--- src/rtl/ea_pkg.sv ---
package ea_pkg;

    typedef enum logic [2:0] {
        M_IMM   = 3'd0,
        M_REG   = 3'd1,
        M_DIR   = 3'd2,
        M_IND   = 3'd3,
        M_RIND  = 3'd4,
        M_IDX   = 3'd5,
        M_BASE  = 3'd6,
        M_REL   = 3'd7
    } mode_t;

    typedef enum logic [2:0] {
        S_IDLE = 3'd0,
        S_CALC = 3'd1,
        S_REQ  = 3'd2,
        S_WAIT = 3'd3,
        S_DONE = 3'd4
    } state_t;

endpackage

--- src/rtl/ea_addr_calc.sv ---
module ea_addr_calc
    import ea_pkg::*;
#(
    parameter int AW = 16,
    parameter int DW = 16
) (
    input  mode_t         mode_i,
    input  logic [AW-1:0] field_i,
    input  logic [DW-1:0] reg_i,
    input  logic [AW-1:0] pc_i,
    output logic [AW-1:0] addr_o,
    output logic [DW-1:0] imm_o,
    output logic          no_mem_o,
    output logic          hop_o
);
    logic [AW-1:0] reg_addr;

    assign reg_addr = reg_i[AW-1:0];

    generate
        if (DW > AW) begin : g_wide
            assign imm_o = {{(DW-AW){1'b0}}, field_i};
        end else begin : g_same
            assign imm_o = field_i;
        end
    endgenerate

    always_comb begin
        addr_o   = field_i;
        no_mem_o = 1'b0;
        hop_o    = 1'b0;
        unique case (mode_i)
            M_IMM:  no_mem_o = 1'b1;
            M_REG:  no_mem_o = 1'b1;
            M_DIR:  addr_o   = field_i;
            M_IND:  hop_o    = 1'b1;
            M_RIND: addr_o   = reg_addr;
            M_IDX:  addr_o   = field_i + reg_addr;
            M_BASE: addr_o   = reg_addr + field_i;
            M_REL:  addr_o   = pc_i + field_i;
        endcase
    end
endmodule

--- src/rtl/ea_ctrl.sv ---
module ea_ctrl
    import ea_pkg::*;
#(
    parameter int AW  = 16,
    parameter int DW  = 16,
    parameter int RSW = 4
) (
    input  logic           clk,
    input  logic           rst_n,
    input  logic           start,
    input  logic [2:0]     mode,
    input  logic [AW-1:0]  field,
    input  logic [RSW-1:0] reg_sel,
    input  logic [AW-1:0]  pc,
    input  logic [DW-1:0]  rf_data,
    input  logic [AW-1:0]  calc_addr,
    input  logic [DW-1:0]  calc_imm,
    input  logic           calc_no_mem,
    input  logic           calc_hop,
    input  logic           mem_valid,
    input  logic [DW-1:0]  mem_data,
    output mode_t          mode_q,
    output logic [AW-1:0]  field_q,
    output logic [AW-1:0]  pc_q,
    output logic [RSW-1:0] rf_addr,
    output logic           mem_req,
    output logic [AW-1:0]  mem_addr,
    output logic           done,
    output logic [AW-1:0]  ea,
    output logic [DW-1:0]  operand
);
    state_t         state, nxt;
    logic [RSW-1:0] reg_q;
    logic [AW-1:0]  addr_q;
    logic           hop_q;
    logic [AW-1:0]  ea_q;
    logic [DW-1:0]  opnd_q;

    always_ff @(posedge clk) begin
        if (!rst_n) state <= S_IDLE;
        else        state <= nxt;
    end

    always_comb begin
        nxt = state;
        unique case (state)
            S_IDLE: if (start) nxt = S_CALC;
            S_CALC: nxt = calc_no_mem ? S_DONE : S_REQ;
            S_REQ:  nxt = S_WAIT;
            S_WAIT: if (mem_valid) nxt = hop_q ? S_REQ : S_DONE;
            S_DONE: nxt = S_IDLE;
            default: nxt = S_IDLE;
        endcase
    end

    always_ff @(posedge clk) begin
        if (!rst_n) begin
            mode_q  <= M_IMM;
            field_q <= '0;
            pc_q    <= '0;
            reg_q   <= '0;
            addr_q  <= '0;
            hop_q   <= 1'b0;
            ea_q    <= '0;
            opnd_q  <= '0;
        end else begin
            unique case (state)
                S_IDLE: if (start) begin
                    mode_q  <= mode_t'(mode);
                    field_q <= field;
                    pc_q    <= pc;
                    reg_q   <= reg_sel;
                end
                S_CALC: begin
                    addr_q <= calc_addr;
                    hop_q  <= calc_hop;
                    if (mode_q == M_IMM) begin
                        opnd_q <= calc_imm;
                        ea_q   <= '0;
                    end else if (mode_q == M_REG) begin
                        opnd_q <= rf_data;
                        ea_q   <= '0;
                    end
                end
                S_WAIT: if (mem_valid) begin
                    if (hop_q) begin
                        addr_q <= mem_data[AW-1:0];
                        hop_q  <= 1'b0;
                    end else begin
                        ea_q   <= addr_q;
                        opnd_q <= mem_data;
                    end
                end
                default: ;
            endcase
        end
    end

    always_comb begin
        rf_addr  = reg_q;
        mem_req  = (state == S_REQ);
        mem_addr = addr_q;
        done     = (state == S_DONE);
        ea       = ea_q;
        operand  = opnd_q;
    end

    assert_done_pulse_R9: assert property (@(posedge clk) disable iff (!rst_n)
        done |=> !done);
    assert_req_pulse_R8: assert property (@(posedge clk) disable iff (!rst_n)
        mem_req |=> !mem_req);
    assert_no_req_waiting_R8: assert property (@(posedge clk) disable iff (!rst_n)
        (state == S_WAIT) |-> !mem_req);
    assert_hold_idle_R9: assert property (@(posedge clk) disable iff (!rst_n)
        (state == S_IDLE && !start) |=> ($stable(ea) && $stable(operand)));
    assert_busy_ignore_R10: assert property (@(posedge clk) disable iff (!rst_n)
        (state != S_IDLE) |=> (state != S_CALC));
    assert_no_read_R1: assert property (@(posedge clk) disable iff (!rst_n)
        (state == S_CALC && (mode_q == M_IMM || mode_q == M_REG)) |=> !mem_req);
endmodule

--- src/rtl/ea_unit.sv ---
module ea_unit
    import ea_pkg::*;
#(
    parameter int AW  = 16,
    parameter int DW  = 16,
    parameter int RSW = 4
) (
    input  logic           clk,
    input  logic           rst_n,
    input  logic           start,
    input  logic [2:0]     mode,
    input  logic [AW-1:0]  field,
    input  logic [RSW-1:0] reg_sel,
    input  logic [AW-1:0]  pc,
    output logic [RSW-1:0] rf_addr,
    input  logic [DW-1:0]  rf_data,
    output logic           mem_req,
    output logic [AW-1:0]  mem_addr,
    input  logic           mem_valid,
    input  logic [DW-1:0]  mem_data,
    output logic           done,
    output logic [AW-1:0]  ea,
    output logic [DW-1:0]  operand
);
    localparam bit WIDTH_OK = (DW >= AW);

    mode_t         mode_q;
    logic [AW-1:0] field_q;
    logic [AW-1:0] pc_q;
    logic [AW-1:0] calc_addr;
    logic [DW-1:0] calc_imm;
    logic          calc_no_mem;
    logic          calc_hop;

    initial assert (WIDTH_OK) else $error("data width must cover the address width");

    ea_addr_calc #(.AW(AW), .DW(DW)) u_calc (
        .mode_i   (mode_q),
        .field_i  (field_q),
        .reg_i    (rf_data),
        .pc_i     (pc_q),
        .addr_o   (calc_addr),
        .imm_o    (calc_imm),
        .no_mem_o (calc_no_mem),
        .hop_o    (calc_hop)
    );

    ea_ctrl #(.AW(AW), .DW(DW), .RSW(RSW)) u_ctrl (
        .clk         (clk),
        .rst_n       (rst_n),
        .start       (start),
        .mode        (mode),
        .field       (field),
        .reg_sel     (reg_sel),
        .pc          (pc),
        .rf_data     (rf_data),
        .calc_addr   (calc_addr),
        .calc_imm    (calc_imm),
        .calc_no_mem (calc_no_mem),
        .calc_hop    (calc_hop),
        .mem_valid   (mem_valid),
        .mem_data    (mem_data),
        .mode_q      (mode_q),
        .field_q     (field_q),
        .pc_q        (pc_q),
        .rf_addr     (rf_addr),
        .mem_req     (mem_req),
        .mem_addr    (mem_addr),
        .done        (done),
        .ea          (ea),
        .operand     (operand)
    );
endmodule

--- config.mk ---
export PLATFORM = sky130hd
export DESIGN_NAME = ea_unit
export DESIGN_NICKNAME = d
export VERILOG_FILES = /design/src/rtl/ea_pkg.sv /design/src/rtl/ea_addr_calc.sv /design/src/rtl/ea_ctrl.sv /design/src/rtl/ea_unit.sv
export SDC_FILE = /design/constraint.sdc
export NUM_CORES = 1
export LEC_CHECK = 0
export BUFFER_PORTS_ARGS = -buffer_cell sky130_fd_sc_hd__buf_2
export CAP_MARGIN = 10
export CORE_ASPECT_RATIO = 0.8
export CORE_MARGIN = 2
export CORE_UTILIZATION = 58
export DETAILED_ROUTE_END_ITERATION = 8
export GPL_TIMING_DRIVEN = 0
export PLACE_DENSITY = 0.92
export RECOVER_POWER = 50
export SLEW_MARGIN = 20
export SYNTH_ARGS = -nofsm -noshare
export SYNTH_HDL_FRONTEND = slang
export SYNTH_SLANG_ARGS = --single-unit
--- constraint.sdc ---
create_clock -name clk -period 8.95 [get_ports clk]
set_input_delay 1.79 -clock clk [delete_from_list [all_inputs] [get_ports clk]]
set_output_delay 1.79 -clock clk [all_outputs]
set_load 0.005 [all_outputs]
# After elaboration in Yosys (flattened, before gate mapping)
# Index checks and enable logic that the tools add are counted.
[classes]
addsub = 2
n_mux = 23
reduce_logical = 10
eq_ne = 15
[op_table]
columns = ["op", "n"]
rows = [
  ["2-to-1 mux 16 bit", 10],
  ["case mux 16 bit (2 select lines)", 3],
  ["case mux 16 bit (3 select lines)", 1],
  ["adder 16 bit", 2],
  ["equality test 3 bit, second input constant", 5],
  ["2-to-1 mux 3 bit", 4],
  ["case mux 3 bit (4 select lines)", 1],
  ["equality test 3 x 2 -> 1 bit, second input constant", 3],
  ["equality test 3 x 1 -> 1 bit, second input constant", 2],
  ["zero test 3 bit", 2],
  ["!= test 2 bit, second input constant", 3],
  ["AND reduction 2 bit", 3],
  ["AND reduction 4 bit", 1],
  ["OR reduction 2 bit", 2],
  ["2-to-1 mux 1 bit", 3],
  ["!= test 3 bit, second input constant", 1],
  ["AND reduction 3 bit", 1],
  ["!= test 2 x 1 -> 1 bit, second input constant", 1],
  ["case mux 1 bit (2 select lines)", 1],
  ["nonzero test 2 bit", 1],
]
[totals]
register_bits = 91
inputBits = 75

# Logic depth before layout (Yosys ltp)
[depth]
ltp_word = 5
ltp_mapped = 13

# Hierarchy
# From an unflattened synthesis, not the netlist that was laid out.
[hier_totals]
hier_cells = 650
hier_area_um2 = 5481.5
[by_module_without_submodules]
columns = ["module", "cells_per_inst", "area_per_inst_um2", "instances"]
rows = [
  ["ea_ctrl", 443, 3992.6, 1],
  ["ea_addr_calc", 207, 1488.9, 1],
]

# Worst setup path after synthesis
# Ideal clock, no wire load.
[synth_path]
path_kind = "input to register"
start = "in rf_data[0]"
end = "reg u_ctrl.addr_q[14], in the netlist u_ctrl.mem_addr[14]"
t_required_ps = 8814
path_buffers = 0
slack_ps = 5164
path_stages = 10
arrival_ps = 3650
setup_time_ps = 136
path_cell_list = "mux2_2 -> ha_1 -> inv_1 -> fa_1 -> nand3b_1 -> a2111oi_2 -> nor3_1 -> o21ai_0 -> mux2i_1 -> a31oi_1"
[synth_via]
elab_chain_cells = 3
[synth_rtl]
columns = ["item", "line", "text"]
rows = [
  ["start, declared", "ea_unit.sv:16", "input logic [DW-1:0] rf_data,"],
  ["adder 16 bit", "ea_addr_calc.sv:38, ea_addr_calc.sv:39", ""],
  ["case mux 16 bit (3 select lines)", "ea_addr_calc.sv:32", "unique case (mode_i)"],
  ["case mux 16 bit (2 select lines)", "ea_ctrl.sv:67", "unique case (state)"],
  ["end signal, assigned", "ea_ctrl.sv:75", "addr_q <= calc_addr;"],
  ["end signal, assigned", "ea_ctrl.sv:87", "addr_q <= mem_data[AW-1:0];"],
  ["end, declared", "ea_ctrl.sv:34", "logic [AW-1:0] addr_q;"],
]
# Every way passes these cells.
# A chain may end at the register's enable or synchronous reset.

# Worst setup path in the final report
# Same ends and word-level chain as after synthesis.

==> metrics.csv <==
stage;metric;value;unit
run_status;run status;finished clean;
clock_tree;Root Buffer;clkbuf_16;
route;drt first-iter violations;467;
route;drt wl/cell;18.8;um
timing;worst slew pin tran;935;ps
timing;Setup Skew;8.78;ps
timing;Setup Viol. Count Final;0;
synth;Async S/R FF share, synth;0;%
clock_tree;post-CTS sizing;0;
timing;count of pins over their slew limit;0;
global_routing;total gr overflow;0;
floorplanning;die height;89.4;um
critical_path;crit path DAT;4270;ps
clock_tree;CTS buffer count;9;
worst_hold_path;Worst Hold End;u_ctrl.ea[5]$_SDFFE_PN0P_;
finish;diode count;0;
clock_tree;H-tree depth;3;
synth;cell count after synthesis;684;
synth;post-synth top area share;34.5;%
timing;FMAX;246;MHz
critical_path;critical-path cell list;buf_2 > mux2_2 > ha_1 > inv_1 > fa_1 > nand3b_1 > a2111oi_2 > nor3_1 > o21ai_0 > mux2i_1 > a31oi_1;
synth;Post-Syn Area;5280;um2
critical_path;Worst Reg-to-Reg Cells;13;
synth;Seq/Total Area, Yosys;34.5;%
timing;post-route minimum period;4060;ps
critical_path;path type of the worst setup path;input port to flop;
place;Cell Area, Placed;6070;um2
critical_path;CP Launch Type;input port;
place;global placement routability congestion;0.954;
critical_path;r2r endpoint;u_ctrl.mem_addr[14]$_SDFFE_PN0P_;
critical_path;slowest cell delay on critical path;500;ps
critical_path;FF-to-FF setup slack;5000;ps
power;Lkg Pwr;2.58;nW
clock_tree;Worst-path clk slew;70;ps
critical_path;Required @ worst endpoint;9150;ps
clock_tree;CTS tree;yes;
synth;Syn. warnings;0;
route;DRC;0;
critical_path;Crit Reg-Reg Startpoint;u_ctrl.mode_q[2]$_SDFFE_PN0P_;
synth;Synth cell types;55;
place;detailed placement HPWL;13700;um
power;PwrDens;168;nW/um2
synth;area leader, netlist;dfxtp_1;
critical_path;Worst Setup End Kind;flop;
timing;RSZ-0062 raised after global routing;false;
critical_path;CP top delay family;compound AO/OA/AOI/OAI gates;
floorplanning;chip width;111;um
global_routing;vias in the first global route;5124;
synth;flops & latches, synth;91;
floorplanning;Core Area;8960;um2
clock_tree;Max Buffers Root-to-Sink;2;
route;Routed Antenna Nets;0;
finish;Post-Route Utilization;70.6;%
clock_tree;clock sink count;91;
place;dpl cells;927;
floorplanning;row count;31;
timing;Fin. Hold Viols;0;
clock_tree;clock latency on the worst-skew pair;340;ps
timing;final period utilization;45.4;%
global_routing;GRT Overall Usage;35.2;%
clock_tree;post-CTS setup repair buffer count;0;
route;Post-Route WL;17700;um
finish;Post-Layout Cell Count;943;
synth;top_reg_cell synth;dfxtp_1;
finish;layout cells sized above 1;17.6;%
finish;most frequent cells in the layout;nand2_1 (165), buf_2 (108), dfxtp_1 (91);
timing;Setup Total Neg Slack;0;ps
floorplanning;IO Pins;129;
finish;Post-layout nets;917;
critical_path;Worst path slowest cell;a2111oi_2;
global_routing;largest net degree at the start of global routing;17;
finish;Final Instance Area;6330;um2
finish;Area Growth Syn to Fin;19.8;%
run;MaxCap Viol Count;0;
global_routing;first-pass GRT wire length;27400;um
power;Max VDD drop;200;uV
route;Vias/cell;5.96;
global_routing;initial antenna violation count;0;
critical_path;Buf/Inv on CP;2;
route;vias;5620;
timing;hold slack final;461;ps
floorplanning;Initial Util;59.0;%
clock_tree;Hold-fix buffers, CTS;0;
worst_hold_path;hold_sp;u_ctrl.ea[5]$_SDFFE_PN0P_;
finish;commonest non-fill, non-tap cell in the layout;nand2_1;
synth;syn nets;778;
floorplanning;die area;9890;um2
route;1st-pass router iterations;7;
place;IO Port Bufs;128;
critical_path;CP Max Fanout;4;
synth;syn_area_per_cell;7.72;um2
worst_hold_path;hold crit path type;flop to flop;
worst_hold_path;hold path depth;2;
synth;EDFF count, synth;0;
timing;Rel. slew slack;36.8;%
synth;synth top area cells;dfxtp_1 (34%), nand2_1 (12%), a21boi_0 (9.4%), ha_1 (4.3%), mux2_2 (3.4%);
where the power goes:
part / internal, mW / switching [mW]
Clock: 0.220 / 0.171
Sequential: 0.427 / 0.0216
Combinational: 0.0849 / 0.138
Yosys cell counts (2+ instances only):
master	number
nand2_1	165
dfxtp_1	91
a21boi_0	66
clkbuf_1	36
nor2_1	35
a21oi_1	32
o21ai_0	29
nand3_1	24
ha_1	18
nor2b_1	17
mux2_2	16
o211ai_1	16
a311oi_1	13
buf_2	12
inv_1	11
a31oi_1	10
a21o_1	8
mux2i_1	8
nor3_1	8
nand2b_1	6
nor4_1	5
xnor2_1	5
nand4_1	4
a211oi_1	3
or3_1	3
xor2_1	3
a211o_1	2
a221o_1	2
a22o_1	2
and2_1	2
and3_1	2
and4_1	2
buf_6	2
nand3b_1	2
o2111ai_1	2
o211a_1	2
o21a_1	2
registers in the layout, summed over array words and instances, names as in the netlist:
name and count:
u_ctrl.ea 16, u_ctrl.field_q 16, u_ctrl.rf_addr 4, u_ctrl.hop_q 1
u_ctrl.mem_addr 16, u_ctrl.mode_q 3, u_ctrl.state 3, u_ctrl.operand 16
u_ctrl.pc_q 16
worst register-to-register path: cells and delay by family, from the launching register on:
family / cells / cell delay (ps)
compound gates: 3 / 970
fa+ha+maj: 2 / 540
simple gates: 3 / 700
buf+inv: 3 / 670
flops: 1 / 380
mux: 2 / 560
kinds of logic (layout without fill, tap and decap cells):
logic type / Yosys count / in the layout / share of synthesized area [%]
AND/OR/NAND/NOR: 282 / 282 / 23.8
buffers and inverters: 62 / 206 / 4.97
adder cells (fa/ha/maj): 19 / 19 / 4.64
XOR/XNOR: 8 / 8 / 1.33
flip-flops: 91 / 91 / 34.5
multiplexers: 24 / 24 / 4.93
AO/OA/AOI/OAI: 198 / 198 / 25.9
stage by stage:
step	power, mW	setup slack [ps]
floorplan	0.590	5160
global placement	0.667	4620
detailed placement	0.673	4650
CTS	1.06	4990
global route	1.10	4820
finish	1.06	4890
worst max-delay path by stage:
stage,endpoint,depth (start not counted),start
2_1_floorplan,u_ctrl.mem_addr[14]$_SDFFE_PN0P_,10,rf_data[0]
3_3_place_gp,u_ctrl.mem_addr[14]$_SDFFE_PN0P_,11,rf_data[0]
3_5_place_dp,u_ctrl.mem_addr[14]$_SDFFE_PN0P_,11,rf_data[0]
4_1_cts,u_ctrl.mem_addr[14]$_SDFFE_PN0P_,11,rf_data[0]
5_1_grt,u_ctrl.mem_addr[14]$_SDFFE_PN0P_,13,u_ctrl.mode_q[2]$_SDFFE_PN0P_
6_report,u_ctrl.mem_addr[14]$_SDFFE_PN0P_,11,rf_data[0]
cell type report:
type	instances	area [um2]
Timing Repair Buffer	128	602
Clock buffer	10	229
Sequential cell	91	1820
Fill cell	757	2630
Multi-Input combinational cell	531	3200
Buffer	51	220
Clock inverter	6	72.6
Inverter	11	41.3
Tap cell	115	144
layer usage:
metal / GRT usage (%) / wire length (um) / up-vias / part of all wire, %
met4: 10.9 / 325 / 0 / 1.8
met1: 47.0 / 7820 / 2589 / 44
met3: 7.86 / 1640 / 31 / 9.3
met2: 57.8 / 7950 / 320 / 45
li1: - / - / 2680 / -
met5: 0 / 0 / - / 0
(Power assumes the default switching activity.)
